==> config.mk <==
export PLATFORM = sky130hd
export DESIGN_NAME = rtc_periodic_irq
export DESIGN_NICKNAME = d
export VERILOG_FILES = /design/src/rtl/rtc_pir_pkg.sv /design/src/rtl/rtc_rate_decode.sv /design/src/rtl/rtc_period_timer.sv /design/src/rtl/rtc_flag_reg.sv /design/src/rtl/rtc_periodic_irq.sv
export SDC_FILE = /design/constraint.sdc
export NUM_CORES = 1
export LEC_CHECK = 0
export BUFFER_PORTS_ARGS = -buffer_cell sky130_fd_sc_hd__buf_4
export CELL_PAD_IN_SITES_DETAIL_PLACEMENT = 1
export CELL_PAD_IN_SITES_GLOBAL_PLACEMENT = 2
export CORE_MARGIN = 5
export CORE_UTILIZATION = 36
export CTS_CLUSTER_DIAMETER = 80
export CTS_CLUSTER_SIZE = 8
export DETAILED_ROUTE_END_ITERATION = 12
export GPL_ROUTABILITY_DRIVEN = 0
export PLACE_DENSITY = 0.85
export SYNTH_ARGS = -nofsm -noshare
export SYNTH_HDL_FRONTEND = slang
export SYNTH_HIERARCHICAL = 1
export SYNTH_SLANG_ARGS = --single-unit
==> constraint.sdc <==
create_clock -name clk -period 6.26 [get_ports clk]
set_input_delay 0.313 -clock clk [delete_from_list [all_inputs] [get_ports clk]]
set_output_delay 0.313 -clock clk [all_outputs]
set_load 0.1 [all_outputs]
==> src/rtl/rtc_pir_pkg.sv <==
package rtc_pir_pkg;

  // control A fields
  localparam int RATE_LSB = 0;
  localparam int BASE_LSB = 4;
  localparam logic [2:0] BASE_32K = 3'b010;
  // control B
  localparam int PIE_BIT = 6;

  typedef struct packed {
    logic uf;
    logic af;
    logic pf;
  } flags_t;

  // log2 of the interrupt rate in Hz for a rate code (code 0 is unused)
  function automatic logic [3:0] rate_shift(input logic [3:0] code, input logic slow_base);
    logic [3:0] sh;
    case (code)
      4'd0:    sh = 4'd0;
      4'd1:    sh = slow_base ? 4'd8 : 4'd15;
      4'd2:    sh = slow_base ? 4'd7 : 4'd14;
      default: sh = 4'(5'd16 - {1'b0, code});
    endcase
    return sh;
  endfunction

  // ticks per interrupt period; never below one tick
  function automatic int unsigned ticks_per_period(input int unsigned tick_hz, input logic [3:0] sh);
    int unsigned p;
    p = tick_hz >> sh;
    return (p == 0) ? 1 : p;
  endfunction

endpackage

==> src/rtl/rtc_rate_decode.sv <==
module rtc_rate_decode
  import rtc_pir_pkg::*;
#(
  parameter int unsigned TICK_HZ = 65536,
  parameter int CW = 18
) (
  input  logic [3:0]    rate_code,
  input  logic [2:0]    base_code,
  output logic [CW-1:0] period,
  output logic          rate_on
);
  logic       slow_base;
  logic [3:0] shift_amt;

  assign slow_base = (base_code == BASE_32K);
  assign shift_amt = rate_shift(rate_code, slow_base);
  assign period    = CW'(ticks_per_period(TICK_HZ, shift_amt));
  assign rate_on   = (rate_code != 4'd0);

  always_comb begin
    assert (!rate_on || period != '0)
      else $error("p_period_nonzero_r3 violated");
  end
endmodule

==> src/rtl/rtc_period_timer.sv <==
module rtc_period_timer #(
  parameter int CW = 18,
  parameter int STEP = 1
) (
  input  logic          clk,
  input  logic          rst,
  input  logic          tick_en,
  input  logic          active,
  input  logic          reload,
  input  logic [CW-1:0] period,
  output logic          fire,
  output logic [CW-1:0] remain
);
  localparam logic [CW-1:0] STEP_C = CW'(STEP);

  logic [CW-1:0] cnt_q;
  logic [CW-1:0] cnt_dec;
  logic [CW-1:0] cnt_carry;
  logic          advance;

  assign advance   = active && tick_en && !reload;
  assign fire      = advance && (cnt_q <= STEP_C);
  assign cnt_dec   = cnt_q - STEP_C;
  assign cnt_carry = cnt_q + period - STEP_C;
  assign remain    = cnt_q;

  always_ff @(posedge clk) begin
    if (rst)            cnt_q <= '0;
    else if (reload)    cnt_q <= period;
    else if (fire)      cnt_q <= cnt_carry;
    else if (advance)   cnt_q <= cnt_dec;
  end

  p_idle_hold_r2: assert property (@(posedge clk) disable iff (rst)
    (!reload && !(active && tick_en)) |=> $stable(cnt_q))
    else $error("p_idle_hold_r2");

  p_reload_full_r6: assert property (@(posedge clk) disable iff (rst)
    reload |=> (cnt_q == $past(period)))
    else $error("p_reload_full_r6");

  p_tick_gate_r5: assert property (@(posedge clk) disable iff (rst)
    !tick_en |-> !fire)
    else $error("p_tick_gate_r5");
endmodule

==> src/rtl/rtc_flag_reg.sv <==
module rtc_flag_reg
  import rtc_pir_pkg::*;
(
  input  logic       clk,
  input  logic       rst,
  input  logic       fire,
  input  logic       upd_evt,
  input  logic       alm_evt,
  input  logic       rd_c,
  input  logic       pie_drop,
  output logic [7:0] status,
  output logic       irq
);
  flags_t fl_q;
  logic   irq_q;

  always_ff @(posedge clk) begin
    if (rst) begin
      fl_q  <= '0;
      irq_q <= 1'b0;
    end else begin
      fl_q.uf <= upd_evt | (fl_q.uf & ~rd_c);
      fl_q.af <= alm_evt | (fl_q.af & ~rd_c);
      fl_q.pf <= fire    | (fl_q.pf & ~rd_c);
      irq_q   <= fire    | (irq_q & ~rd_c & ~pie_drop);
    end
  end

  assign status = {(fl_q.uf | fl_q.af | fl_q.pf), fl_q.pf, fl_q.af, fl_q.uf, 4'b0000};
  assign irq    = irq_q;

  p_irq_needs_pf_r9: assert property (@(posedge clk) disable iff (rst)
    irq_q |-> fl_q.pf)
    else $error("p_irq_needs_pf_r9");

  p_fire_sets_r9: assert property (@(posedge clk) disable iff (rst)
    fire |=> (fl_q.pf && irq_q))
    else $error("p_fire_sets_r9");

  p_read_clears_r11: assert property (@(posedge clk) disable iff (rst)
    (rd_c && !fire && !upd_evt && !alm_evt) |=> (fl_q == '0 && !irq_q))
    else $error("p_read_clears_r11");

  p_event_survives_r12: assert property (@(posedge clk) disable iff (rst)
    (rd_c && fire) |=> (fl_q.pf && irq_q))
    else $error("p_event_survives_r12");
endmodule

==> src/rtl/rtc_periodic_irq.sv <==
module rtc_periodic_irq
  import rtc_pir_pkg::*;
#(
  parameter int unsigned TICK_HZ = 65536,
  parameter int TICK_STEP = 1
) (
  input  logic       clk,
  input  logic       rst,
  input  logic       tick_en,
  input  logic       wr_en,
  input  logic       wr_sel,
  input  logic [7:0] wr_data,
  input  logic       rd_c,
  output logic [7:0] rd_data,
  input  logic       upd_evt,
  input  logic       alm_evt,
  output logic       irq
);
  localparam int CW = $clog2(TICK_HZ + 1) + 1;

  logic [3:0]    rate_q, rate_nx;
  logic [2:0]    base_q, base_nx;
  logic          pie_q;
  logic          wr_a, wr_b;
  logic          pie_new, pie_chg, pie_drop;
  logic          reload, active, fire;
  logic          rate_on;
  logic [CW-1:0] period;
  logic [CW-1:0] remain;
  logic          unused_bits;

  assign wr_a     = wr_en & ~wr_sel;
  assign wr_b     = wr_en &  wr_sel;
  assign rate_nx  = wr_a ? wr_data[RATE_LSB +: 4] : rate_q;
  assign base_nx  = wr_a ? wr_data[BASE_LSB +: 3] : base_q;
  assign pie_new  = wr_data[PIE_BIT];
  assign pie_chg  = wr_b & (pie_new != pie_q);
  assign pie_drop = wr_b & ~pie_new;
  assign reload   = wr_a | pie_chg;
  assign active   = pie_q & rate_on;
  assign unused_bits = wr_data[7] ^ (^remain);

  always_ff @(posedge clk) begin
    if (rst) begin
      rate_q <= '0;
      base_q <= '0;
      pie_q  <= 1'b0;
    end else begin
      rate_q <= rate_nx;
      base_q <= base_nx;
      if (wr_b) pie_q <= pie_new;
    end
  end

  rtc_rate_decode #(.TICK_HZ(TICK_HZ), .CW(CW)) u_decode (
    .rate_code (rate_nx),
    .base_code (base_nx),
    .period    (period),
    .rate_on   (rate_on)
  );

  rtc_period_timer #(.CW(CW), .STEP(TICK_STEP)) u_timer (
    .clk     (clk),
    .rst     (rst),
    .tick_en (tick_en),
    .active  (active),
    .reload  (reload),
    .period  (period),
    .fire    (fire),
    .remain  (remain)
  );

  rtc_flag_reg u_flags (
    .clk      (clk),
    .rst      (rst),
    .fire     (fire),
    .upd_evt  (upd_evt),
    .alm_evt  (alm_evt),
    .rd_c     (rd_c),
    .pie_drop (pie_drop),
    .status   (rd_data),
    .irq      (irq)
  );

  p_irq_needs_pie_r8: assert property (@(posedge clk) disable iff (rst)
    irq |-> pie_q)
    else $error("p_irq_needs_pie_r8");

  p_rate_zero_quiet_r2: assert property (@(posedge clk) disable iff (rst)
    (rate_q == 4'd0 && !wr_a) |-> !fire)
    else $error("p_rate_zero_quiet_r2");

  p_pie_off_drop_r8: assert property (@(posedge clk) disable iff (rst)
    (wr_b && !pie_new) |=> !irq)
    else $error("p_pie_off_drop_r8");
endmodule

### Yosys cells after proc, flatten, opt, wreduce, memory -nomap -nowiden

Cells that the tools add are included.

* output and inout bits: 9
* register bits after elaboration: 30

* reductions and logical operators: 8
* equality and inequality tests: 4
* muxes and demuxes: 9
* bitwise operators: 21
* order comparisons: 1
* shifts and indexed selects: 1
* add/sub/neg operators: 4

Operators by type and width (number)
* 2-to-1 mux 18 bit: 4
* subtractor 18 x 1 -> 18 bit (second input constant): 2
* logical NOT 32 bit: 1
* >> shifter 17 x 4 -> 32 bit (first input constant): 1
* adder 18 bit: 1
* <= comparator 18 x 1 -> 1 bit (second input constant): 1
* one-hot mux 4 bit (3 select lines): 1
* bitwise AND 1 bit: 10
* 2-to-1 mux 4 bit: 2
* OR 1 bit: 7
* 2-to-1 mux 3 bit: 2
* equality test 4 x 1 -> 1 bit (second input constant): 1
* equality test 4 x 2 -> 1 bit (second input constant): 1
* logical NOT 4 bit: 1
* inverter 1 bit: 4
* nonzero test 4 bit: 1
* subtractor 1 x 4 -> 4 bit (first input constant): 1
* equality test 3 x 2 -> 1 bit (second input constant): 1
* logical AND 1 bit: 3
* nonzero test 3 bit: 1
* logical NOT 1 bit: 1
* != test 1 bit: 1

### Longest topological paths before layout

Gate-level depths: netlist (run 1).

* depth after elaboration: 13
* depth in mapped cells: 22
* gate-level depth less buffers: 19

### By module

Netlist (run 1), hierarchy kept.

By module, submodules not included
* rtc_period_timer: area each 2558.7 um^2, sequential area each 360.3 um^2, cells an instance 368, times used 1
* rtc_rate_decode: area each 430.4 um^2, sequential area each 0.0 um^2, cells an instance 63, times used 1
* rtc_periodic_irq: area each 370.4 um^2, sequential area each 160.2 um^2, cells an instance 32, times used 1
* rtc_flag_reg: area each 178.9 um^2, sequential area each 80.1 um^2, cells an instance 21, times used 1

### Least setup slack after synthesis (run 1)

No wires, ideal clock.

* path type: input -> register
* start: input port wr_sel
* end: register u_timer.cnt_q[17], in the netlist u_timer/remain[17]
* slack: 1.844 ns
* buffers on the path: 2
* stages: 21
* arrival time: 4.292 ns
* cell sequence: nand2b_1 buf_6 mux2_4 inv_1 ha_1 or3b_1 buf_6 nor2_2 nor3_1 a211oi_1 inv_1 ha_1 inv_1 ha_1 fa_1 a211oi_1 o21ai_0 a41o_1 o221ai_1 xnor2_1 o21ai_0

* elaborated cells on any way between the ends: 29

RTL lines
* from (decl): RTL line rtc_periodic_irq.sv:11 `input logic wr_sel,`
* inverter 1 bit *: RTL line rtc_periodic_irq.sv:32 `assign wr_a = wr_en & ~wr_sel;`
* bitwise AND 1 bit *: RTL line rtc_periodic_irq.sv:32
* 2-to-1 mux 4 bit *: RTL line rtc_periodic_irq.sv:34 `assign rate_nx = wr_a ? wr_data[RATE_LSB +: 4] : rate_q;`
* via rate_nx[0]: RTL line rtc_periodic_irq.sv:21 `logic [3:0] rate_q, rate_nx;`
* subtractor 1 x 4 -> 4 bit, or another cell as far along: RTL line rtc_pir_pkg.sv:23 `default: sh = 4'(5'd16 - {1'b0, code});`
* one-hot mux 4 bit (3 select lines) *: RTL line rtc_pir_pkg.sv:19 `case (code)`
* >> shifter 17 x 4 -> 32 bit *: RTL line rtc_pir_pkg.sv:31 `p = tick_hz >> sh;`
* logical NOT 32 bit: RTL line rtc_pir_pkg.sv:32 `return (p == 0) ? 1 : p;`
* 2-to-1 mux 18 bit *: RTL line rtc_pir_pkg.sv:32
* via period[1]: RTL line rtc_periodic_irq.sv:28 `logic [CW-1:0] period;`
* adder 18 bit *: RTL line rtc_period_timer.sv:24 `assign cnt_carry = cnt_q + period - STEP_C;`
* subtractor 18 x 1 -> 18 bit *: RTL line rtc_period_timer.sv:24
* 2-to-1 mux 18 bit *: RTL line rtc_period_timer.sv:30 `else if (fire) cnt_q <= cnt_carry;`
* 2-to-1 mux 18 bit *: RTL line rtc_period_timer.sv:29 `else if (reload) cnt_q <= period;`
* to (signal assigned): RTL line rtc_period_timer.sv:29
* to (signal assigned): RTL line rtc_period_timer.sv:30
* to (signal assigned): RTL line rtc_period_timer.sv:31 `else if (advance) cnt_q <= cnt_dec;`
* to (decl): RTL line rtc_period_timer.sv:16 `logic [CW-1:0] cnt_q;`

Mark *: on every way through the listed nets, which the timed path passes. The rest lies on a longest branch.
A chain may end at the register's enable or synchronous reset.

### Final worst setup path (run 1)

* start: input port wr_sel
* end: register u_timer.cnt_q[14], in the netlist u_timer/remain[14]

The elaborated chain is that of the path after synthesis.

==> impl_results.md, run 1 <==
- Share of post-route cells with drive strength above 1: 8.96%
- Setup Fix Bufs, Post-CTS: 0
- Max Cap Viol: 0
- Combinational fraction of design power: 58.7%
- Worst r2r dst: u_timer/remain[14]
- Core area: a little under 10000 um2
- Syn_area_per_cell: about 7.3 um2
- Synth Instances: 484
- Sequential power share: about a fifth
- DR iter-0 viols: roughly 150
- Synth Area in Simple Gates: a little under a quarter
- Worst hold margin: between 200 and 300 ps
- Pwr per Cell Area: between 200 and 300 nW/um2
- Mux share of post-synthesis cell area: 3.82%
- Hold buffers post-CTS: 0
- Sw frac: 45.3%
- Sink Count: 30
- Most frequent cells in the layout: 73 x inv_1, 39 x ha_1, 38 x a21oi_1
- Post-synthesis adder-cell area fraction: 14.4%
- Slew HR: around 31%
- CP arrival: between 5000 and 6000 ps
- H-tree levels: 2
- Critical path fanouts, max: 9
- Post-DRT Antenna Nets: 0
- Worst Reg-to-Reg Cells: 17
- Final wirelength: between 10 and 15 mm
- Post-DP HPWL: ~8.5 mm
- Worst setup path class: input pin to register
- Nets: around 550
- Hold path startpoint: alm_evt
- CP startpoint kind: input pin
- Cell area after synthesis: 3540 um2
- Die height: between 100 and 150 um
- Total CTS buffers: 5
- Total GRT Usage: a little under a fifth
- Setup TNS: 0 ps
- IO Port Bufs: 19
- CTS resizes: 0
- Synth unique cells: 63
- RSZ-0062 raised after global routing: false
- Antenna cells: 0
- Synth Area in Compound Gates: a little under a quarter
- Crit Reg-Reg Startpoint: rate_q[0]
- Final setup viols: 0
- Hold Vio Cnt, Final: 0
- Post-synthesis register bit count: 30
- Vias in the first global route: between 3000 and 4000
- Clock share of power: 20.1%
- Xor/xnor share of the synthesized area: roughly 6%
- CTS tree: built
- Leak: around 1.6 nW
- DR vias/cell: ~5.6
- Pre-antenna DRT Iters: 4
- FF/Latch Area: approximately 600 um2
- Async S/R FF share, synth: 0%
- Status: finished clean
- Crit end category: register
- Die Span X: about 110 um
- Commonest non-fill, non-tap cell in the layout: inv_1
- Worst slew pin tran: between 1000 and 1500 ps
- Power Internal: between 0.5 and 0.6 mW
- Final Skew: 2.65 ps
- Worst-skew pair later-pin latency: 290 ps
- Switching Power: ~0.46 mW
- Total grt overflow: 0
- Number of antenna violations at the first check in global routing: 0
- Full die area: between 10000 and 15000 um2
- Longest Clk Path Bufs: 2
- Period utilization: ~85%
- Number of synthesized flops with an enable pin: 0
- Prevailing post-synth register cell: dfxtp_1
- Final Max Tran Viols: 0
- Multi-input gate area: ~2500 um2
- # fillers: 1240
- Drt wl/cell: roughly 17 um
- Initial Util: between 30% and 40%
- Core Rows: 36
- Peak Freq: around 190 MHz
- Largest net degree at the start of global routing: 33
- P&R area growth vs syn: 8.24%
- Top Ports: 25
- Largest family of logic cells by synthesized area: simple AND/OR/NAND/NOR gates
- CP required: between 6000 and 7000 ps
- Hold-critical path endpoint: u_flags/status[5]
- Min-Delay Path Depth: 3
- Final min period: ~5300 ps
- Worst Hold Class: input pin to register
- Worst vdd ir: slightly above 0.00008 V
- Clock root buffer: clkbuf_8
- Via count: around 3500
- Sequential cell area fraction in the yosys report: between 10% and 20%
- Post-route DRC: 0
- Warnings from Yosys: 6
- Global-route wire length before repair: around 18 mm
- Clock transition at path regs: 70 ps
- Worst R2R Setup Slack: 1290 ps
-- cell usage after synthesis (all sizes together) (2+ instances only) --
library cell,count,area (um2)
a2111oi,6,52.6
a211oi,8,60.1
a21o,8,60.1
a21oi,38,190
a221oi,2,17.5
a2bb2oi,2,17.5
a31oi,5,31.3
and2,2,12.5
and3,9,56.3
buf,13,108
clkbuf,11,41.3
conb,2,7.51
dfxtp,30,601
ha,39,488
inv,73,274
mux2,7,105
mux2i,3,30.0
nand2,28,105
nand2b,5,31.3
nand3,20,100
nand3b,3,22.5
nand4,3,18.8
nor2,27,104
nor2b,8,50.1
nor3,24,120
nor3b,3,45.1
nor4,11,75.1
o211ai,2,15.0
o21ai,24,120
o21bai,3,22.5
o22a,4,35.0
o22ai,5,31.3
o31ai,4,30.0
o32ai,4,35.0
or3,3,18.8
or3b,3,26.3
or4,3,26.3
xnor2,19,166
xor2,5,43.8
-- worst max path at each step --
stage,endpoint,slack (ps),startpoint,cells past startpoint
floorplan,u_timer/remain[17],1840,wr_sel,21
global placement,u_timer/remain[17],880,wr_sel,20
detailed placement,u_timer/remain[14],760,wr_sel,19
CTS,u_timer/remain[14],1030,wr_sel,19
global route,u_timer/remain[17],640,wr_sel,20
finish,u_timer/remain[14],970,wr_sel,19
-- logic make-up after synthesis --
kind of cell | count (synthesis)
and+or+nand+nor | 156
AOI/OAI and AO/OA | 125
buffers and inverters | 97
adders and majority gates | 40
DFF | 30
xor gates and xnor gates | 24
muxes | 10
other | 2
-- through the flow --
stage	cells	setup slack [ps]	area (um2)	util (%)	power (mW)
after global routing	624	641	3830	39.5	1.08
after CTS	624	1030	3830	39.5	1.01
after floorplan	487	1840	3550	-	0.666
final	624	968	3830	39.5	1.00
after global placement	616	877	3720	38.4	0.786
after detailed placement	616	762	3720	38.4	0.800
-- sequential cells by signal, summed over array words and instances (netlist names) --
register	flops
rate_q	4
u_flags/irq	1
u_timer/remain	18
base_q	3
pie_q	1
u_flags/status	3
-- routing by layer --
metal,global-route usage (%),share of wire [%],vias up
met5,0,0,-
met4,6.22,2.3,0
met1,23.2,46,1666
li1,-,-,1716
met3,2.55,4.0,16
met2,33.4,47,78
-- power groups by stage --
| stage | Combinational [mW] | Clock (mW) | Sequential [mW] |
|---|---|---|---|
| after global routing | 0.651 | 0.216 | 0.214 |
| final | 0.589 | 0.202 | 0.213 |
| after CTS | 0.586 | 0.207 | 0.213 |
| after detailed placement | 0.583 | 0 | 0.217 |
| after global placement | 0.570 | 0 | 0.216 |
| after floorplan | 0.445 | 0 | 0.220 |
-- area by class of cell --
type                    instances  area share (%)
repair buffers                 20            3.92
inverters                      73            7.15
flip-flops and latches         30            15.7
clock buffers                   5            1.80
well taps                     133            4.34
multi-input cells             360            66.1
clock inverters                 3            1.05
-- worst max-delay path, cell delays in order --
cell,delay (ps)
buf_4,120
nand2b_1,350
mux2_4,440
inv_1,100
ha_1,340
nor3_1,130
o31ai_1,350
nand3_1,330
nor4_1,580
inv_1,100
ha_1,290
inv_1,40
ha_1,330
o21ai_0,140
o21ai_0,610
a2111oi_0,230
nor3_1,400
xnor2_1,180
o21ai_0,110
(Power assumes the default switching activity.)
==> inputs of run 2 (changes only) <==
--- a/config.mk
+++ b/config.mk
@@ -9,12 +9,12 @@
 export CELL_PAD_IN_SITES_DETAIL_PLACEMENT = 1
 export CELL_PAD_IN_SITES_GLOBAL_PLACEMENT = 2
 export CORE_MARGIN = 5
-export CORE_UTILIZATION = 36
+export CORE_UTILIZATION = 32
 export CTS_CLUSTER_DIAMETER = 80
 export CTS_CLUSTER_SIZE = 8
 export DETAILED_ROUTE_END_ITERATION = 12
 export GPL_ROUTABILITY_DRIVEN = 0
-export PLACE_DENSITY = 0.85
+export PLACE_DENSITY = 0.81
 export SYNTH_ARGS = -nofsm -noshare
 export SYNTH_HDL_FRONTEND = slang
 export SYNTH_HIERARCHICAL = 1
==> constraint.sdc (replaced) <==
create_clock -name clk -period 4.49 [get_ports clk]
set_input_delay 0.2245 -clock clk [delete_from_list [all_inputs] [get_ports clk]]
set_output_delay 0.2245 -clock clk [all_outputs]
set_load 0.1 [all_outputs]
==> impl_results.md, run 2 (synthesized netlist as in run 1, its figures left out) <==
- Status: finished clean (unchanged)
- Max Cap Viol: 0 (unchanged)
- Global-route wire length before repair: 18.8 mm (was 17.9 mm)
- Post-DP HPWL: 9.19 mm (was 8.48 mm)
- Pwr per Cell Area: 352 nW/um2 (was 262 nW/um2)
- P&R area growth vs syn: 26.5% (was 8.24%)
- Largest net degree at the start of global routing: 33 (unchanged)
- Non-Filler Instances: 705 (was 624)
- Commonest non-fill, non-tap cell in the layout: buf_4 (was inv_1)
- Pre-CTS setup slack: -343 ps (was 762 ps)
- Most used cell, CP: buf_4
- Crit-path cells: buf_4 -> nand2b_1 -> mux2_4 -> inv_1 -> ha_2 -> nor3_2 -> o31ai_1 -> nand3_1 -> buf_4 -> nor4_1 -> buf_4 -> inv_1 -> ha_1 -> inv_1 -> ha_1 -> buf_4 -> a21o_1 -> a31oi_2 -> nor2_1 -> or3b_2 -> xnor2_2 -> a21oi_1 (was buf_4 -> nand2b_1 -> mux2_4 -> inv_1 -> ha_1 -> nor3_1 -> o31ai_1 -> nand3_1 -> nor4_1 -> inv_1 -> ha_1 -> inv_1 -> ha_1 -> o21ai_0 -> o21ai_0 -> a2111oi_0 -> nor3_1 -> xnor2_1 -> o21ai_0)
- Share of post-route cells with drive strength above 1: 23.7% (was 8.96%)
- Core Util, Final: 41.3% (was 39.5%)
- Sequential power share: 18.8% (was 21.2%)
- Sink Count: 30 (unchanged)
- Period utilization: roughly 97%
- Peak Freq: roughly 230 MHz
- CP arrival: 4520 ps (was 5470 ps)
- Post-DRT Antenna Nets: 0 (unchanged)
- Leak: 1.99 nW (was 1.63 nW)
- Crit Reg-Reg Startpoint: rate_q[0] (unchanged)
- Slew HR: 61.6% (was 30.9%)
- CP required: 4650 ps (was 6440 ps)
- Slowest cell delay on critical path: 510 ps (was 610 ps)
- Final Skew: 10.2 ps (was 2.65 ps)
- Hold buffers post-CTS: 0 (unchanged)
- Die height: 115 um (was 109 um)
- Hold path startpoint: alm_evt (unchanged)
- Max FFs per register: 18 (unchanged)
- Drt wl/cell: 16.6 um (was 17.5 um)
- Via count: 3766 (was 3476)
- Total GRT Usage: 17.4% (was 18.8%)
- Pre-antenna DRT Iters: 4 (unchanged)
- Final WS setup: 133 ps (was 968 ps)
- Hold Vio Cnt, Final: 0 (unchanged)
- IO Port Bufs: 19 (unchanged)
- Antenna cells: 0 (unchanged)
- Die Span X: 115 um (was 109 um)
- Initial Util: 32.6% (was 36.5%)
- Core area: 10800 um2 (was 9680 um2)
- DR iter-0 viols: 175 (was 149)
- Combinational fraction of design power: 65.8% (was 58.7%)
- Placed Cells: 695 (was 616)
- Critical path fanouts, max: 5 (was 9)
- Worst vdd ir: 0.000102 V (was 0.0000813 V)
- Power Internal: 0.885 mW (was 0.549 mW)
- Nets: 620 (was 546)
- Worst Hold Class: input pin to register (unchanged)
- Final min period: ~4400 ps
- Post-route DRC: 0 (unchanged)
- Total CTS buffers: 5 (unchanged)
- Clock transition at path regs: 80 ps (was 70 ps)
- CTS tree: built (unchanged)
- Longest Clk Path Bufs: 2 (unchanged)
- Worst slew pin tran: 576 ps (was 1040 ps)
- WP buf/inv: 7 (was 4)
- Total grt overflow: 0 (unchanged)
- Most frequent cells in the layout: 94 x buf_4, 73 x inv_1, 37 x a21oi_1, 37 x ha_1, 30 x dfxtp_1 (was 73 x inv_1, 39 x ha_1, 38 x a21oi_1)
- Number of antenna violations at the first check in global routing: 0 (unchanged)
- DR vias/cell: 5.34 (was 5.57)
- Final Max Tran Viols: 0 (unchanged)
- CP startpoint kind: input pin (unchanged)
- Setup TNS: 0 ps (unchanged)
- Worst-skew pair later-pin latency: 290 ps (about the same)
- Clock share of power: 15.4% (was 20.1%)
- Clock root buffer: clkbuf_8 (unchanged)
- H-tree levels: 2 (unchanged)
- Worst setup path class: input pin to register (unchanged)
- Core Rows: 38 (was 36)
- Crit end category: register (unchanged)
- CP max-delay cell: or3b_2 (was o21ai_0)
- Crit path launch: wr_sel (unchanged)
- CP delay by family, top: simple AND/OR/NAND/NOR gates (unchanged)
- Top Ports: 25 (unchanged)
- Vias in the first global route: 3786 (was 3658)
- Final wirelength: 11.7 mm (was 10.9 mm)
- Overall Power: 1.57 mW (was 1.00 mW)
- Final setup viols: 0 (unchanged)
- Sw frac: 43.7% (was 45.3%)
- Full die area: 13300 um2 (was 11900 um2)
- Switching Power: 0.688 mW (was 0.455 mW)
run 2: cell types whose count changed in the layout (fill, tap and decap cells not counted), sizes merged:
cell / delta
clkbuf: +1
bufinv: -1
buf: +74
clkinvlp: +1
clkinv: -1
run 2: layer usage:
| layer | vias up | routed length (um) | global-route usage (%) |
|---|---|---|---|
| met3 | 12 | 400 | 1.79 |
| met2 | 69 | 5670 | 31.4 |
| li1 | 1864 | - | - |
| met4 | 0 | 169 | 3.60 |
| met5 | - | 0 | 0 |
| met1 | 1821 | 5440 | 22.2 |
run 2: power by group through the flow:
| stage | clock network, mW | logic (mW) | registers [mW] |
|---|---|---|---|
| 4_1_cts | 0.249 | 0.978 | 0.296 |
| 6_report | 0.243 | 1.03 | 0.296 |
| 3_3_place_gp | 0 | 0.952 | 0.302 |
| 3_5_place_dp | 0 | 0.971 | 0.302 |
| 5_1_grt | 0.258 | 1.14 | 0.298 |
| 2_1_floorplan | 0 | 0.621 | 0.307 |
run 2: worst reg2reg max path, cell delays in order (launching register included):
cell,delay [ps]
dfxtp_1,300
mux2_4,260
inv_1,170
ha_2,260
nor3_2,70
o31ai_1,240
nand3_1,230
buf_4,220
nor4_1,290
buf_4,180
inv_1,40
ha_1,260
inv_1,40
ha_1,200
buf_4,140
a21o_1,210
a31oi_2,250
nor2_1,80
or3b_2,510
xnor2_2,170
a21oi_1,80
run 2: what timing repair did:
item / in CTS / in global routing
gates resized for setup: 2 / 21
endpoints found under the setup margin: 1 / 6
pin swaps: 0 / 2
buffers inserted: 0 / 2
gates cloned: 0 / 0
run 2: metrics by stage:
step / cell area [um2] / hold slack [ps]
after global routing: 4480 / 192
after detailed placement: 4270 / 485
after floorplan: 3550 / 294
after global placement: 4270 / 466
after CTS: 4370 / 178
final: 4480 / 185
run 2: final timing paths:
path	end	slack [ps]	cells after the start
setup / recovery	u_timer/remain[16]	130	22
hold / removal	u_flags/status[5]	190	3
setup reg to reg	u_timer/remain[16]	190	20
hold reg to reg	u_flags/status[6]	490	2
run 2: cell type report:
cell class | instances | area, um2
clock buffers | 6 | 82.6
clock inverters | 2 | 12.5
fillers | 1345 | 6360
inverters | 73 | 274
multi-input cells | 360 | 2630
flip-flops and latches | 30 | 601
well taps | 140 | 175
repair buffers | 94 | 706
==> inputs of run 3 (changes only) <==
--- a/config.mk
+++ b/config.mk
@@ -8,13 +8,13 @@
 export BUFFER_PORTS_ARGS = -buffer_cell sky130_fd_sc_hd__buf_4
 export CELL_PAD_IN_SITES_DETAIL_PLACEMENT = 1
 export CELL_PAD_IN_SITES_GLOBAL_PLACEMENT = 2
-export CORE_MARGIN = 5
+export CORE_MARGIN = 2
 export CORE_UTILIZATION = 32
 export CTS_CLUSTER_DIAMETER = 80
 export CTS_CLUSTER_SIZE = 8
 export DETAILED_ROUTE_END_ITERATION = 12
 export GPL_ROUTABILITY_DRIVEN = 0
-export PLACE_DENSITY = 0.81
+export PLACE_DENSITY = 0.85
 export SYNTH_ARGS = -nofsm -noshare
 export SYNTH_HDL_FRONTEND = slang
 export SYNTH_HIERARCHICAL = 1
==> impl_results.md, run 3 (synthesized netlist as in run 1, its figures left out) <==
- Worst-skew pair later-pin latency: 290 ps (about the same)
- Nets: 616 (was 620)
- Final min period: 4310 ps (was 4360 ps)
- Setup TNS: 0 ps (unchanged)
- H-tree levels: 2 (unchanged)
- Share of post-route cells with drive strength above 1: 23.0% (was 23.7%)
- Number of antenna violations at the first check in global routing: 0 (unchanged)
- Die Span X: 109 um (was 115 um)
- CP arrival: 4460 ps (was 4520 ps)
- CP required: 4640 ps (was 4650 ps)
- Final wirelength: 11.7 mm (about the same)
- Placed Cells: 692 (was 695)
- Status: finished clean (unchanged)
- Core Util, Final: 41.3% (about the same)
- Post-route DRC: 0 (unchanged)
- Peak Freq: 232 MHz (was 230 MHz)
- Final Max Tran Viols: 0 (unchanged)
- Top Ports: 25 (unchanged)
- Total grt overflow: 0 (unchanged)
- Vias in the first global route: 3893 (was 3786)
- Final setup viols: 0 (unchanged)
- Worst Hold Class: input pin to register (unchanged)
- Slew HR: 29.3% (was 61.6%)
- Crit-path cells: buf_4 -> nand2b_2 -> mux2_4 -> buf_4 -> ha_1 -> nor3_1 -> a21oi_1 -> or3_1 -> buf_4 -> nor4_1 -> buf_4 -> inv_1 -> ha_1 -> inv_1 -> ha_1 -> nand4_1 -> nor2_1 -> nand3_1 -> or3b_2 -> xnor2_1 -> a21oi_1 (was buf_4 -> nand2b_1 -> mux2_4 -> inv_1 -> ha_2 -> nor3_2 -> o31ai_1 -> nand3_1 -> buf_4 -> nor4_1 -> buf_4 -> inv_1 -> ha_1 -> inv_1 -> ha_1 -> buf_4 -> a21o_1 -> a31oi_2 -> nor2_1 -> or3b_2 -> xnor2_2 -> a21oi_1)
- Hold buffers post-CTS: 0 (unchanged)
- Total CTS buffers: 5 (unchanged)
- Overall Power: 1.62 mW (was 1.57 mW)
- CTS tree: built (unchanged)
- Most used cell, CP: buf_4 (unchanged)
- Non-Filler Instances: 700 (was 705)
- Core Rows: 38 (unchanged)
- P&R area growth vs syn: 26.1% (was 26.5%)
- DR iter-0 viols: 240 (was 175)
- Via count: 3692 (was 3766)
- Commonest non-fill, non-tap cell in the layout: buf_4 (unchanged)
- Sink Count: 30 (unchanged)
- IO Port Bufs: 19 (unchanged)
- Leak: 1.98 nW (was 1.99 nW)
- Gr busiest metal: met2 (unchanged)
- Total GRT Usage: 20.3% (was 17.4%)
- Initial Util: 32.8% (was 32.6%)
- Global-route wire length before repair: 19.1 mm (was 18.8 mm)
- DR vias/cell: 5.27 (was 5.34)
- Met2 Use GR: 36.2% (was 31.4%)
- Critical path fanouts, max: 6 (was 5)
- Worst slew pin tran: 1060 ps (was 576 ps)
- Slowest cell delay on critical path: 490 ps (was 510 ps)
- Final WS setup: 183 ps (was 133 ps)
- Period utilization: 95.9% (was 97.0%)
- Pwr per Cell Area: 364 nW/um2 (was 352 nW/um2)
- CP startpoint kind: input pin (unchanged)
- Hold Vio Cnt, Final: 0 (unchanged)
- Antenna cells: 0 (unchanged)
- Worst vdd ir: 0.000154 V (was 0.000102 V)
- Final Skew: 5.54 ps (was 10.2 ps)
- GR Layer Usage met1: 26.7% (was 22.2%)
- Worst setup path class: input pin to register (unchanged)
- Longest Clk Path Bufs: 2 (unchanged)
- Max Cap Viol: 0 (unchanged)
- Clock root buffer: clkbuf_8 (unchanged)
- Max FFs per register: 18 (unchanged)
- Post-DRT Antenna Nets: 0 (unchanged)
- Clock transition at path regs: 70 ps (was 80 ps)
- Pre-antenna DRT Iters: 4 (unchanged)
- CP max-delay cell: or3b_2 (unchanged)
- Crit end category: register (unchanged)
- Drt wl/cell: 16.7 um (was 16.6 um)
- Pre-CTS setup slack: -391 ps (was -343 ps)
- Largest net degree at the start of global routing: 33 (unchanged)
- Full die area: 11900 um2 (was 13300 um2)
- Most frequent cells in the layout: 90 x buf_4, 73 x inv_1, 38 x ha_1 (was 94 x buf_4, 73 x inv_1, 37 x a21oi_1, 37 x ha_1, 30 x dfxtp_1)
- Post-DP HPWL: 9.34 mm (was 9.19 mm)
- Core area: 10800 um2 (about the same)
- GR Util met3: 1.97% (was 1.79%)
- Die height: 109 um (was 115 um)
run 3: final cells by class:
| class | count | area, um2 |
|---|---|---|
| clock buffer | 6 | 82.6 |
| clock inverter | 1 | 30.0 |
| fill | 1346 | 6330 |
| inverter | 73 | 274 |
| multi-input combinational | 360 | 2620 |
| sequential | 30 | 601 |
| tap | 140 | 175 |
| timing repair buffer | 90 | 676 |
run 3: path summary, 6_finish.rpt:
check             slack, ps              start  cells after the start                  to
setup reg to reg        200          rate_q[0]                     19  u_timer/remain[16]
setup / recovery        180             wr_sel                     21  u_timer/remain[16]
hold reg to reg         490  u_flags/status[6]                      2   u_flags/status[6]
hold / removal          190            upd_evt                      3   u_flags/status[4]
run 3: layer usage:
metal | up-vias | routed length (um) | share of wire, %
li1 | 1860 | - | -
met4 | 0 | 100 | 0.85
met3 | 9 | 297 | 2.5
met1 | 1774 | 5630 | 48
met5 | - | 0 | 0
met2 | 49 | 5690 | 49
run 3: power breakdown:
group          total [mW]  internal (mW)  switching (mW)
combinational        1.04          0.474           0.564
sequential          0.296          0.281          0.0156
clock               0.289          0.178           0.112
total                1.62          0.932           0.691
run 3: worst max-delay path: cells and delay by family:
kind            cells  cell delay [ps]
buf+inv             6              720
fa+ha+maj           3              880
xor+xnor            1              170
simple gates        8             1970
mux                 1              320
compound gates      2              170
run 3: through the flow:
step	hold WS [ps]	instance area, um2
2_1_floorplan	294	3550
3_3_place_gp	467	4250
3_5_place_dp	487	4250
4_1_cts	191	4370
5_1_grt	201	4460
6_report	195	4460
run 3: repair_timing:
| action | in CTS | in global routing |
|---|---|---|
| buffers inserted | 0 | 1 |
| gates resized for setup | 3 | 19 |
| setup endpoints to repair | 2 | 10 |
| pin swaps | 0 | 4 |
